File: config.mk
export PLATFORM = sky130hd
export DESIGN_NAME = doppler_sweep_nco
export DESIGN_NICKNAME = d
export VERILOG_FILES = /design/src/rtl/dsn_pkg.sv /design/src/rtl/dsn_sequencer.sv /design/src/rtl/dsn_inc_gen.sv /design/src/rtl/dsn_phase_acc.sv /design/src/rtl/doppler_sweep_nco.sv
export SDC_FILE = /design/constraint.sdc
export NUM_CORES = 1
export LEC_CHECK = 0
export ABC_AREA = 1
export BUFFER_PORTS_ARGS = -buffer_cell sky130_fd_sc_hd__buf_2
export CAP_MARGIN = 5
export CORE_AREA = 3 3 135 137
export CTS_CLUSTER_SIZE = 24
export DETAILED_ROUTE_END_ITERATION = 10
export DIE_AREA = 0 0 138 140
export PLACE_DENSITY = 0.87
export SLEW_MARGIN = 20
export SYNTH_ARGS = -nofsm -noshare
export SYNTH_HDL_FRONTEND = slang
export SYNTH_SLANG_ARGS = --single-unit
File: constraint.sdc
create_clock -name clk -period 5.1 [get_ports clk]
set_input_delay 1.53 -clock clk [delete_from_list [all_inputs] [get_ports clk]]
set_output_delay 1.53 -clock clk [all_outputs]
set_load 0.05 [all_outputs]
File: src/rtl/dsn_pkg.sv
// Package: shared widths and types for the Doppler sweep phase generator.
// Assumes two's complement arithmetic throughout.
package dsn_pkg;
    localparam int PH_W  = 32;
    localparam int SWP_W = 8;
    localparam int SMP_W = 16;
    typedef logic [PH_W-1:0] phase_t;
endpackage

File: src/rtl/dsn_sequencer.sv
// Module: run sequencer. Counts accepted samples and sweeps and produces
// the load, sweep-advance and done strobes. Assumes launch is ignored while busy.
module dsn_sequencer #(
    parameter int SWP_W = 8,
    parameter int SMP_W = 16
) (
    input  logic             clk,
    input  logic             rst_n,
    input  logic             launch,
    input  logic [SWP_W-1:0] cfg_sweeps,
    input  logic [SMP_W-1:0] cfg_samples,
    input  logic             smp_valid,
    output logic             busy,
    output logic             load,
    output logic             accept,
    output logic             sweep_end,
    output logic             sweep_adv,
    output logic             done,
    output logic [SWP_W-1:0] sweep_idx
);
    logic             busy_q, done_q;
    logic [SWP_W-1:0] sweeps_q, idx_q;
    logic [SMP_W-1:0] samples_q, cnt_q;
    logic             zero_cfg, last_sweep, run_end;

    // Strobe decode for the current cycle
    always_comb begin
        zero_cfg   = (cfg_sweeps == '0) || (cfg_samples == '0);
        load       = launch && !busy_q && !zero_cfg;
        accept     = busy_q && smp_valid;
        sweep_end  = accept && (cnt_q == samples_q - SMP_W'(1));
        last_sweep = (idx_q == sweeps_q - SWP_W'(1));
        sweep_adv  = sweep_end && !last_sweep;
        run_end    = sweep_end && last_sweep;
    end

    // Run state, configuration capture and counters
    always_ff @(posedge clk) begin
        if (!rst_n) begin
            busy_q    <= 1'b0;
            done_q    <= 1'b0;
            sweeps_q  <= '0;
            samples_q <= '0;
            idx_q     <= '0;
            cnt_q     <= '0;
        end else begin
            done_q <= run_end || (launch && !busy_q && zero_cfg);
            if (load) begin
                busy_q    <= 1'b1;
                sweeps_q  <= cfg_sweeps;
                samples_q <= cfg_samples;
                idx_q     <= '0;
                cnt_q     <= '0;
            end else if (run_end) begin
                busy_q <= 1'b0;
                cnt_q  <= '0;
            end else if (sweep_adv) begin
                idx_q <= idx_q + SWP_W'(1);
                cnt_q <= '0;
            end else if (accept) begin
                cnt_q <= cnt_q + SMP_W'(1);
            end
        end
    end

    assign busy      = busy_q;
    assign done      = done_q;
    assign sweep_idx = idx_q;
endmodule

File: src/rtl/dsn_inc_gen.sv
// Module: increment generator. Holds the per-sweep phase increment and adds
// the captured signed step at each sweep advance. Wraps modulo 2^PH_W.
module dsn_inc_gen #(
    parameter int PH_W = 32
) (
    input  logic            clk,
    input  logic            rst_n,
    input  logic            load,
    input  logic            sweep_adv,
    input  logic [PH_W-1:0] cfg_inc_start,
    input  logic [PH_W-1:0] cfg_inc_step,
    output logic [PH_W-1:0] inc,
    output logic [PH_W-1:0] step
);
    logic [PH_W-1:0] inc_q, step_q;

    // Capture on load, step on sweep advance
    always_ff @(posedge clk) begin
        if (!rst_n) begin
            inc_q  <= '0;
            step_q <= '0;
        end else if (load) begin
            inc_q  <= cfg_inc_start;
            step_q <= cfg_inc_step;
        end else if (sweep_adv) begin
            inc_q <= inc_q + step_q;
        end
    end

    assign inc  = inc_q;
    assign step = step_q;
endmodule

File: src/rtl/dsn_phase_acc.sv
// Module: phase accumulator. Adds the increment per accepted sample and
// clears at the start of every sweep. Wraps modulo 2^PH_W.
module dsn_phase_acc #(
    parameter int PH_W = 32
) (
    input  logic            clk,
    input  logic            rst_n,
    input  logic            clear,
    input  logic            accept,
    input  logic [PH_W-1:0] inc,
    output logic [PH_W-1:0] phase
);
    logic [PH_W-1:0] acc_q;

    // Clear has priority over accumulation
    always_ff @(posedge clk) begin
        if (!rst_n)      acc_q <= '0;
        else if (clear)  acc_q <= '0;
        else if (accept) acc_q <= acc_q + inc;
    end

    assign phase = acc_q;
endmodule

File: src/rtl/doppler_sweep_nco.sv
// Module: top of the Doppler sweep phase generator. Wires the sequencer,
// increment generator and phase accumulator. Assumes one sample per accept.
module doppler_sweep_nco #(
    parameter int PH_W  = dsn_pkg::PH_W,
    parameter int SWP_W = dsn_pkg::SWP_W,
    parameter int SMP_W = dsn_pkg::SMP_W
) (
    input  logic             clk,
    input  logic             rst_n,
    input  logic             launch,
    input  logic [PH_W-1:0]  cfg_inc_start,
    input  logic [PH_W-1:0]  cfg_inc_step,
    input  logic [SWP_W-1:0] cfg_sweeps,
    input  logic [SMP_W-1:0] cfg_samples,
    input  logic             smp_valid,
    output logic             smp_ready,
    output logic [PH_W-1:0]  phase,
    output logic [PH_W-1:0]  cur_inc,
    output logic [SWP_W-1:0] sweep_idx,
    output logic             busy,
    output logic             done
);
    logic            load, accept, sweep_end, sweep_adv;
    logic [PH_W-1:0] step_q;

    dsn_sequencer #(.SWP_W(SWP_W), .SMP_W(SMP_W)) seq_i (
        .clk(clk), .rst_n(rst_n), .launch(launch),
        .cfg_sweeps(cfg_sweeps), .cfg_samples(cfg_samples),
        .smp_valid(smp_valid), .busy(busy), .load(load), .accept(accept),
        .sweep_end(sweep_end), .sweep_adv(sweep_adv), .done(done),
        .sweep_idx(sweep_idx)
    );

    dsn_inc_gen #(.PH_W(PH_W)) inc_i (
        .clk(clk), .rst_n(rst_n), .load(load), .sweep_adv(sweep_adv),
        .cfg_inc_start(cfg_inc_start), .cfg_inc_step(cfg_inc_step),
        .inc(cur_inc), .step(step_q)
    );

    dsn_phase_acc #(.PH_W(PH_W)) acc_i (
        .clk(clk), .rst_n(rst_n), .clear(load || sweep_end),
        .accept(accept), .inc(cur_inc), .phase(phase)
    );

    assign smp_ready = busy;
endmodule

# Yosys cells after proc, flatten, opt, wreduce, memory -nomap -nowiden
# Cells that the tools add are included.
# totals
reg_bits,146
inputBits,92
out_inout_bits,75
word_cells,44
# op_classes
addsub,6
n_eq_ne,2
mux,4
bitwise_logic,2
n_reduce_logical,21
# op_table
operator,n
$add 32x32->32,2
$mux 32,2
$add 16x1->16 const B,1
$eq 16x16->1,1
$logic_not 16->1,1
$sub 16x1->16 const B,1
$add 8x1->8 const B,1
$eq 8x8->1,1
$logic_not 8->1,1
$sub 8x1->8 const B,1
$logic_and 1x1->1,7
$reduce_bool 2->1,2
$reduce_or 2->1,2
$reduce_or 4->1,1
$logic_not 1->1,3
$logic_or 1x1->1,3
$mux 1,2
$not 1->1,2
$reduce_and 2->1,1

# Depth between registers and ports, before layout
# Gate-level depths: netlist of run 1.
# logic_depth
word_depth,6
ltp_mapped,18
mapped_depth_nobuf,16

# Modules after synthesis
# Synthesis of run 1 repeated with hierarchy kept, for this count alone.
# unflattened
cells_unflattened,1961
hier_area_um2,11642.4
# by_module_without_submodules
module,n_inst,cells_per_inst,area_per_inst_um2,seq_area_each_um2
dsn_inc_gen,1,779,4750.8,1281.2
dsn_phase_acc,1,678,3664.8,640.6
dsn_sequencer,1,500,3208.1,1001.0
doppler_sweep_nco,1,4,18.8,0.0

# Worst setup path after synthesis of run 1
# No wires, ideal clock.
# synth_timing
path_kind,input port to flip-flop
from,in smp_valid
to,reg seq_i.cnt_q[14]
setup_ns,0.070
arrival_time_ns,2.954
required_time_ns,5.030
setup_slack_ns,2.076
path_stages,10
path_buffers,1
path_cell_list,nand2_1 -> inv_1 -> buf_2 -> nand2_1 -> nor3_2 -> nand3_1 -> nor3_1 -> nand4_1 -> or2_0 -> a21oi_1
# synth_between
elab_chain_len,4
word_cells_on_any_way,5
cone_classes,reduce/logical (5)
# synth_rtl
item,line,source
"start, declared",doppler_sweep_nco.sv:15,"input logic smp_valid,"
$logic_and 1x1->1 (*),dsn_sequencer.sv:30,accept = busy_q && smp_valid;
$logic_and 1x1->1,dsn_sequencer.sv:31,sweep_end = accept && (cnt_q == samples_q - SMP_W'(1));
"$logic_and 1x1->1, on equally long branches","dsn_sequencer.sv:34, dsn_sequencer.sv:33",
$reduce_or 4->1 (no source line),n/a,
"end signal, assigned",dsn_sequencer.sv:61,cnt_q <= cnt_q + SMP_W'(1);
"end, declared",dsn_sequencer.sv:23,"logic [SMP_W-1:0] samples_q, cnt_q;"
# Every way passes the cells marked *; elsewhere a longest branch is shown, timed or not.
# A chain may end at the register's enable or synchronous reset.

# Final worst setup path of run 1
# layout_timing
from,in smp_valid
to,reg inc_i.inc_q[14] (netlist: inc_i.inc[14])
# layout_between
elab_chain_len,4
# layout_rtl
item,line,source
$logic_and 1x1->1,dsn_sequencer.sv:30,
$logic_and 1x1->1,dsn_sequencer.sv:31,
$logic_and 1x1->1,dsn_sequencer.sv:33,sweep_adv = sweep_end && !last_sweep;
$reduce_bool 2->1 (no source line),n/a,
"end signal, assigned",dsn_inc_gen.sv:23,inc_q <= cfg_inc_start;
"end signal, assigned",dsn_inc_gen.sv:26,inc_q <= inc_q + step_q;
"end, declared",dsn_inc_gen.sv:15,"logic [PH_W-1:0] inc_q, step_q;"
# No other way between the ends.

==> metrics.txt, run 1 <==
# TYPE chip_impl_metric gauge
chip_impl_info{name="post_synth_most_frequent_cells",value="518 x nand2_1, 184 x nor2_1, 156 x nand3_1"} 1
chip_impl_info{name="post-synth-top-count-cell",value="nand2_1"} 1
chip_impl_metric{name="final.setup_skew",unit="ns"} 0.00879
chip_impl_metric{name="vias",unit=""} 12236
chip_impl_metric{name="finalWirelength",unit="um"} 34700
chip_impl_metric{name="setup-tns-final",unit="ns"} 0
chip_impl_metric{name="core-area",unit="sq um"} 17200
chip_impl_metric{name="globalRouteOverflowTotal",unit=""} 0
chip_impl_metric{name="post_cts_resized",unit=""} 0
chip_impl_metric{name="cts_max_level",unit=""} 4
chip_impl_metric{name="synth.mux.area_fraction",unit=""} 0
chip_impl_metric{name="timing.max_cap.violations",unit=""} 0
chip_impl_metric{name="design.final.nets",unit=""} 2020
chip_impl_metric{name="largest_net_degree_at_the_start_of_global_routing",unit=""} 92
chip_impl_metric{name="final_area",unit="sq um"} 12300
chip_impl_metric{name="synth-async-reset-ratio",unit=""} 0
chip_impl_metric{name="setup_viol",unit=""} 0
chip_impl_metric{name="critical_path_required",unit="ns"} 5.47
chip_impl_metric{name="clk_path_buf_depth",unit=""} 2
chip_impl_info{name="holdCritStartpoint",value="inc_i.step[19]$_SDFFE_PN0P_"} 1
chip_impl_metric{name="areaGrowthSynthToFinish",unit="%"} 14.1
chip_impl_metric{name="post_synth.cell_area_avg",unit="sq um"} 6.26
chip_impl_info{name="grt_setup_unrepaired",value="false"} 1
chip_impl_metric{name="timing.max_slew.rel_slack",unit=""} 0.417
chip_impl_metric{name="syn-num-nets",unit=""} 1884
chip_impl_metric{name="adder_cell_fraction_of_synth_area",unit=""} 0.0802
chip_impl_metric{name="synth.top_cell.area_share",unit=""} 0.271
chip_impl_metric{name="post_route_cells_drive_above_1_share",unit=""} 0.132
chip_impl_info{name="hold_crit_endpoint",value="inc_i.step[19]$_SDFFE_PN0P_"} 1
chip_impl_metric{name="simple_gate_fraction_of_synth_area",unit=""} 0.402
chip_impl_info{name="post_synth_main_area_contributors",value="dfxtp_1 27%, nand2_1 18%, ha_1 7.7%"} 1
chip_impl_metric{name="die-width",unit="um"} 138
chip_impl_info{name="cp_top_family",value="simple AND/OR/NAND/NOR gates"} 1
chip_impl_info{name="cpMaxStageDelayCell",value="buf_4"} 1
chip_impl_info{name="yosys.area.top_type",value="dfxtp_1"} 1
chip_impl_metric{name="vdd_drop_max",unit="mV"} 0.234
chip_impl_metric{name="clock_latency_on_the_worst_skew_pair",unit="ns"} 0.44
chip_impl_info{name="synth_top_family_by_area",value="simple AND/OR/NAND/NOR gates"} 1
chip_impl_metric{name="timing.final.crit_share",unit=""} 0.667
chip_impl_metric{name="grt_pass1_vias",unit=""} 11690
chip_impl_metric{name="crit_buf_inv",unit=""} 4
chip_impl_metric{name="hold_buffers",unit=""} 0
chip_impl_metric{name="critical_path_at",unit="ns"} 3.77
chip_impl_info{name="cts.root.buffer_cell",value="clkbuf_16"} 1
chip_impl_metric{name="worst-r2r-cell-count",unit=""} 13
chip_impl_metric{name="netlist_area",unit="sq um"} 10800
chip_impl_metric{name="numPortBuffers",unit=""} 166
chip_impl_metric{name="share_of_the_synthesized_netlist_area_taken_by_xor_and_xnor_gates",unit=""} 0.0419
chip_impl_info{name="endpoint_kind",value="flip-flop"} 1
chip_impl_metric{name="drt-initial-drc-count",unit=""} 1193
chip_impl_metric{name="post_route_minimum_period",unit="ns"} 3.40
chip_impl_metric{name="ys_warn_count",unit=""} 0
chip_impl_metric{name="post_synth_inst_count",unit=""} 1724
chip_impl_info{name="synth-main-ff-cell",value="dfxtp_1"} 1
chip_impl_metric{name="initial_utilization",unit=""} 0.628
chip_impl_info{name="critPathLaunchType",value="input port"} 1
chip_impl_metric{name="setup.reg_to_reg.worst_slack",unit="ns"} 1.75
chip_impl_info{name="reg2reg_to",value="inc_i.inc[14]$_SDFFE_PN0P_"} 1
chip_impl_metric{name="antenna_found_initial",unit=""} 1
chip_impl_metric{name="drt_pass1_iterations",unit=""} 8
chip_impl_metric{name="crit_fanout",unit=""} 56
chip_impl_metric{name="pleak",unit="nW"} 5.93
chip_impl_info{name="cts_tree",value="built"} 1
chip_impl_metric{name="io-pin-count",unit=""} 167
chip_impl_metric{name="critical_path.max_stage_delay",unit="ns"} 0.47
chip_impl_metric{name="cts.sink_count",unit=""} 146
chip_impl_metric{name="routedWlPerCell",unit="um"} 16.5
chip_impl_metric{name="worst_slew_pin_slew",unit="ns"} 0.874
chip_impl_metric{name="fmaxAchievable",unit="GHz"} 0.294
chip_impl_metric{name="drc",unit=""} 0
chip_impl_metric{name="netlist-cell-type-count",unit=""} 39
chip_impl_metric{name="path_clk_slew",unit="ns"} 0.07
chip_impl_metric{name="synth-seq-cells",unit=""} 146
chip_impl_metric{name="antenna-diode-count",unit=""} 0
chip_impl_metric{name="via_per_inst",unit=""} 5.83
chip_impl_metric{name="dieArea",unit="sq um"} 19300
chip_impl_metric{name="postCtsSetupRepairBufs",unit=""} 0
chip_impl_metric{name="routabilityCongestion",unit=""} 0.986
chip_impl_metric{name="aggregate_global_route_resource_usage",unit=""} 0.352
chip_impl_metric{name="synth_edf_count",unit=""} 0
chip_impl_metric{name="hold-path-cell-count",unit=""} 2
chip_impl_metric{name="rows",unit=""} 48
chip_impl_info{name="cp_cell_sequence",value="buf_2 > nand2_1 > inv_1 > buf_4 > nand4_1 > nor2_1 > nand4_1 > nor2_1 > nand4_1 > buf_4 > nand2_1 > nor2_1 > nor2_1"} 1
chip_impl_info{name="worstHoldPathType",value="reg -> reg"} 1
chip_impl_metric{name="detailed_place.area",unit="sq um"} 11700
chip_impl_metric{name="cts_inserted_buffers",unit=""} 17
chip_impl_metric{name="total_power_density_per_cell_area",unit="nW/um^2"} 287
chip_impl_metric{name="finalHoldViolCount",unit=""} 0
chip_impl_info{name="launch_point_of_the_worst_reg_to_reg_path",value="seq_i.sweeps_q[0]$_SDFFE_PN0P_"} 1
chip_impl_metric{name="synth.yosys.seq_area_share",unit=""} 0.271
chip_impl_metric{name="die_boundary_height",unit="um"} 140
chip_impl_metric{name="post-dp-hpwl",unit="um"} 26200
chip_impl_metric{name="number_of_max_slew_violations_in_the_final_report",unit=""} 0
chip_impl_info{name="crit_path_frequent_cell",value="nor2_1"} 1
chip_impl_info{name="outcome",value="finished clean"} 1
chip_impl_metric{name="grt_first_pass_wirelength",unit="um"} 56100
chip_impl_metric{name="area_fraction_in_compound_gates_after_synthesis",unit=""} 0.136
chip_impl_metric{name="ant_nets",unit=""} 0
chip_impl_info{name="timing_worst_setup_path_type",value="in -> reg"} 1
per-layer routing:
layer | track usage | vias to the layer above | routed length (um)
met5 | 0 | - | 13
met2 | 0.601 | 521 | 16400
li1 | - | 6002 | -
met4 | 0.128 | 2 | 1070
met3 | 0.0690 | 89 | 2860
met1 | 0.443 | 5622 | 14300
cell type report:
cell class              instances  area, sq um
multi-input cells            1392         7130
fillers                      1540         4860
flip-flops and latches        146         2920
repair buffers                175          911
inverters                     128          480
clock buffers                  17          425
well taps                     225          282
clock inverters                15          169
through the flow:
step	cells	hold WS, ns	worst slack [ns]	total power, W	utilization
2_1_floorplan	1724	0.423	2.08	0.00199	-
5_1_grt	2098	0.473	1.55	0.00369	0.717
3_5_place_dp	2066	0.439	1.31	0.00224	0.683
3_3_place_gp	2066	0.435	1.44	0.00222	0.683
6_report	2098	0.451	1.70	0.00353	0.717
4_1_cts	2098	0.455	1.75	0.00352	0.717
cells by family after synthesis:
| kind of cell | Yosys count |
|---|---|
| AND/OR/NAND/NOR | 999 |
| buffers and inverters | 186 |
| XOR/XNOR | 50 |
| flip-flops | 146 |
| adder cells (fa/ha/maj) | 68 |
| AO/OA/AOI/OAI | 275 |
registers in the layout (all words and copies together) (netlist names):
signal           flops
inc_i.inc           32
seq_i.sweep_idx      8
inc_i.step          32
seq_i.cnt_q         16
seq_i.busy           1
seq_i.done           1
seq_i.samples_q     16
seq_i.sweeps_q       8
acc_i.phase         32
tightest hold or removal path: cells and delay by family, from the launching register on:
kind	cells	cell delay (ns)
AND/OR/NAND/NOR	2	0.10
flip-flops	1	0.31
cells in the final DEF, fill, tap and decap left out, drive strengths merged:
cell type and n:
a31oi 2, nand4 37, o21bai 9, nand2 522, ha 66, o21a 5, a21boi 3, xnor3 1
a211oi 1, nor3 26, xor2 27, buf 175, and2 1, o21ai 95, bufinv 2, inv 134
nand3b 39, clkbuf 17, o22ai 1, xnor2 22, nor2 190, fa 2, clkinv 4, a21o 4
dfxtp 146, nand3 156, a21oi 155, or2 18, clkinvlp 3, nor4 10
how the worst max path moves through the flow:
stage | start | end | slack [ns] | depth (start not counted)
2_1_floorplan | smp_valid | seq_i.cnt_q[14]$_SDFFE_PP0P_ | 2.08 | 10
3_3_place_gp | cfg_samples[0] | acc_i.phase[17]$_SDFFE_PP0P_ | 1.44 | 9
3_5_place_dp | smp_valid | inc_i.inc[14]$_SDFFE_PN0P_ | 1.31 | 13
4_1_cts | smp_valid | inc_i.inc[14]$_SDFFE_PN0P_ | 1.75 | 13
5_1_grt | cfg_sweeps[7] | acc_i.phase[2]$_SDFFE_PP0P_ | 1.55 | 9
6_report | smp_valid | inc_i.inc[14]$_SDFFE_PN0P_ | 1.70 | 13
where the power goes:
| group | switching [W] | internal [W] | total [W] |
|---|---|---|---|
| combinational | 0.000635 | 0.000307 | 0.000942 |
| sequential | 0.0000917 | 0.00121 | 0.00130 |
| clock | 0.000559 | 0.000733 | 0.00129 |
| total | 0.00129 | 0.00225 | 0.00353 |
Note: power is estimated with default switching activity, not from simulation.
==> run 2, diff against run 1 <==
--- a/config.mk
+++ b/config.mk
@@ -8,11 +8,11 @@
 export ABC_AREA = 1
 export BUFFER_PORTS_ARGS = -buffer_cell sky130_fd_sc_hd__buf_2
 export CAP_MARGIN = 5
-export CORE_AREA = 3 3 135 137
+export CORE_AREA = 3 3 141 143
 export CTS_CLUSTER_SIZE = 24
 export DETAILED_ROUTE_END_ITERATION = 10
-export DIE_AREA = 0 0 138 140
-export PLACE_DENSITY = 0.87
+export DIE_AREA = 0 0 144 146
+export PLACE_DENSITY = 0.8
 export SLEW_MARGIN = 20
 export SYNTH_ARGS = -nofsm -noshare
 export SYNTH_HDL_FRONTEND = slang
==> constraint.sdc (replaced) <==
create_clock -name clk -period 3.4 [get_ports clk]
set_input_delay 1.02 -clock clk [delete_from_list [all_inputs] [get_ports clk]]
set_output_delay 1.02 -clock clk [all_outputs]
set_load 0.05 [all_outputs]
==> metrics.txt, run 2 (same netlist as run 1, synthesis figures left out) <==
# TYPE chip_impl_metric gauge
chip_impl_info{name="outcome",value="finished clean"} 1
chip_impl_metric{name="areaGrowthSynthToFinish",unit="%"} 15.0
chip_impl_info{name="cpMaxStageDelayCell",value="buf_4"} 1
chip_impl_metric{name="die-width",unit="um"} 144
chip_impl_metric{name="filler_cell_count_in_the_final_layout",unit=""} 1786
chip_impl_metric{name="timing.max_cap.violations",unit=""} 0
chip_impl_metric{name="number_of_max_slew_violations_in_the_final_report",unit=""} 0
chip_impl_metric{name="routabilityCongestion",unit=""} 0.989
chip_impl_metric{name="utilization",unit=""} 0.664
chip_impl_metric{name="post-dp-hpwl",unit="um"} 26700
chip_impl_info{name="cp_top_family",value="simple AND/OR/NAND/NOR gates"} 1
chip_impl_metric{name="cts_max_level",unit=""} 4
chip_impl_metric{name="via_per_inst",unit=""} 5.67
chip_impl_info{name="mostFrequentLayoutCells",value="518 x nand2_1, 184 x nor2_1, 166 x buf_2, 155 x nand3_1, 146 x dfxtp_1"} 1
chip_impl_metric{name="total_power_density_per_cell_area",unit="nW/um^2"} 423
chip_impl_metric{name="crit_fanout",unit=""} 56
chip_impl_metric{name="fmaxAchievable",unit="GHz"} 0.363
chip_impl_metric{name="finalWirelength",unit="um"} 34000
chip_impl_metric{name="aggregate_global_route_resource_usage",unit=""} 0.319
chip_impl_metric{name="clock_latency_on_the_worst_skew_pair",unit="ns"} 0.43
chip_impl_metric{name="crit_buf_inv",unit=""} 2
chip_impl_metric{name="critical_path_at",unit="ns"} 3.07
chip_impl_metric{name="comb_power_share",unit=""} 0.271
chip_impl_metric{name="setup_viol",unit=""} 0
chip_impl_metric{name="path_clk_slew",unit="ns"} 0.07
chip_impl_metric{name="die_boundary_height",unit="um"} 146
chip_impl_info{name="grt_setup_unrepaired",value="false"} 1
chip_impl_info{name="endpoint_kind",value="flip-flop"} 1
chip_impl_metric{name="numPortBuffers",unit=""} 166
chip_impl_info{name="worstHoldPathType",value="reg -> reg"} 1
chip_impl_metric{name="finalHoldWorstSlack",unit="ns"} 0.455
chip_impl_metric{name="post_cts_resized",unit=""} 0
chip_impl_metric{name="timing.final.crit_share",unit=""} 0.809
chip_impl_metric{name="drt_pass1_iterations",unit=""} 5
chip_impl_metric{name="timing.max_slew.rel_slack",unit=""} 0.505
chip_impl_metric{name="antenna_found_initial",unit=""} 1
chip_impl_metric{name="worst_slew_pin_slew",unit="ns"} 0.734
chip_impl_metric{name="largest_net_degree_at_the_start_of_global_routing",unit=""} 92
chip_impl_metric{name="grt_pass1_vias",unit=""} 10957
chip_impl_metric{name="core-area",unit="sq um"} 18700
chip_impl_metric{name="dieArea",unit="sq um"} 21000
chip_impl_metric{name="vias",unit=""} 12004
chip_impl_info{name="cts.root.buffer_cell",value="clkbuf_16"} 1
chip_impl_metric{name="critical_path.max_stage_delay",unit="ns"} 0.48
chip_impl_metric{name="globalRouteOverflowTotal",unit=""} 0
chip_impl_info{name="layout_commonest_cell",value="nand2_1"} 1
chip_impl_metric{name="vdd_drop_max",unit="mV"} 0.289
chip_impl_metric{name="routedWlPerCell",unit="um"} 16.0
chip_impl_metric{name="setup-tns-final",unit="ns"} 0
chip_impl_metric{name="final.setup_skew",unit="ns"} 0.0122
chip_impl_metric{name="design.final.nets",unit=""} 2030
chip_impl_info{name="cp_cell_sequence",value="inv_1 > ha_1 > nand2_2 > nor2_4 > nand3_1 > nand2_1 > nand2_1 > nand3_1 > nor2_1 > nand4_1 > buf_4 > nand2_1 > nor2_1 > nor2_1"} 1
chip_impl_metric{name="power_switching",unit="W"} 0.00187
chip_impl_metric{name="grt_first_pass_wirelength",unit="um"} 54100
chip_impl_metric{name="cts.sink_count",unit=""} 146
chip_impl_metric{name="cts_inserted_buffers",unit=""} 17
chip_impl_info{name="critPathLaunchType",value="flip-flop"} 1
chip_impl_metric{name="clk_path_buf_depth",unit=""} 2
chip_impl_metric{name="multiInputGateArea",unit="sq um"} 7130
chip_impl_metric{name="critical_path_required",unit="ns"} 3.72
chip_impl_metric{name="post_route_minimum_period",unit="ns"} 2.75
chip_impl_metric{name="p_clk_frac",unit=""} 0.360
chip_impl_metric{name="netSwitchingFraction",unit=""} 0.355
chip_impl_metric{name="ant_nets",unit=""} 0
chip_impl_metric{name="finalHoldViolCount",unit=""} 0
chip_impl_info{name="timing_worst_setup_path_type",value="reg -> reg"} 1
chip_impl_metric{name="initial_utilization",unit=""} 0.577
chip_impl_metric{name="drt-initial-drc-count",unit=""} 925
chip_impl_metric{name="pleak",unit="nW"} 5.98
chip_impl_metric{name="drc",unit=""} 0
chip_impl_metric{name="hold_buffers",unit=""} 0
chip_impl_metric{name="post_route_cells_drive_above_1_share",unit=""} 0.135
chip_impl_metric{name="layout.area.seq",unit="sq um"} 2920
chip_impl_info{name="cts_tree",value="built"} 1
chip_impl_metric{name="power_frac_seq",unit=""} 0.369
chip_impl_metric{name="p_int",unit="W"} 0.00338
chip_impl_metric{name="rows",unit=""} 50
chip_impl_metric{name="io-pin-count",unit=""} 167
chip_impl_metric{name="postCtsSetupRepairBufs",unit=""} 0
run 2: per-stage QoR:
stage                     setup WS, ns  cells  cell area [sq um]  total power (W)
after floorplan                  0.757   1724              10800          0.00298
after global placement           0.535   2085              11800          0.00335
after detailed placement         0.499   2085              11800          0.00338
after CTS                        0.689   2116              12400          0.00526
after global routing             0.360   2117              12400          0.00552
final                            0.649   2117              12400          0.00525
run 2: area by class of cell:
type / instances / area share
flip-flops and latches: 146 / 0.235
clock buffers: 19 / 0.0357
clock inverters: 12 / 0.0107
well taps: 234 / 0.0236
repair buffers: 185 / 0.0814
multi-input cells: 1392 / 0.574
inverters: 128 / 0.0387
diodes: 1 / 0.000202
run 2: power groups by stage:
stage	Sequential, W	Clock (W)	Combinational, W
floorplan	0.00209	0	0.000893
global placement	0.00197	0	0.00138
detailed placement	0.00197	0	0.00141
CTS	0.00193	0.00191	0.00141
global route	0.00195	0.00198	0.00159
finish	0.00194	0.00189	0.00143
run 2: tightest hold or removal path: cells and delay by family (launching register included):
kind             cells  cell delay (ns)
DFF                  1             0.32
and+or+nand+nor      2             0.10
run 2: worst paths after layout:
path	cells after the start	end	slack [ns]	from
hold / removal	2	inc_i.step[17]$_SDFFE_PN0P_	0.45	inc_i.step[17]$_SDFFE_PN0P_
hold reg to reg	2	inc_i.step[17]$_SDFFE_PN0P_	0.45	inc_i.step[17]$_SDFFE_PN0P_
setup / recovery	14	inc_i.inc[18]$_SDFFE_PN0P_	0.65	seq_i.samples_q[0]$_SDFFE_PN0P_
setup reg to reg	14	inc_i.inc[18]$_SDFFE_PN0P_	0.65	seq_i.samples_q[0]$_SDFFE_PN0P_
run 2: routing by layer:
layer  up-vias  part of all wire  GRT usage
met5         -                 0          0
met4         0             0.029     0.0998
met3        77             0.069     0.0496
met2       420              0.46      0.518
met1      5490              0.44      0.433
li1       6017                 -          -
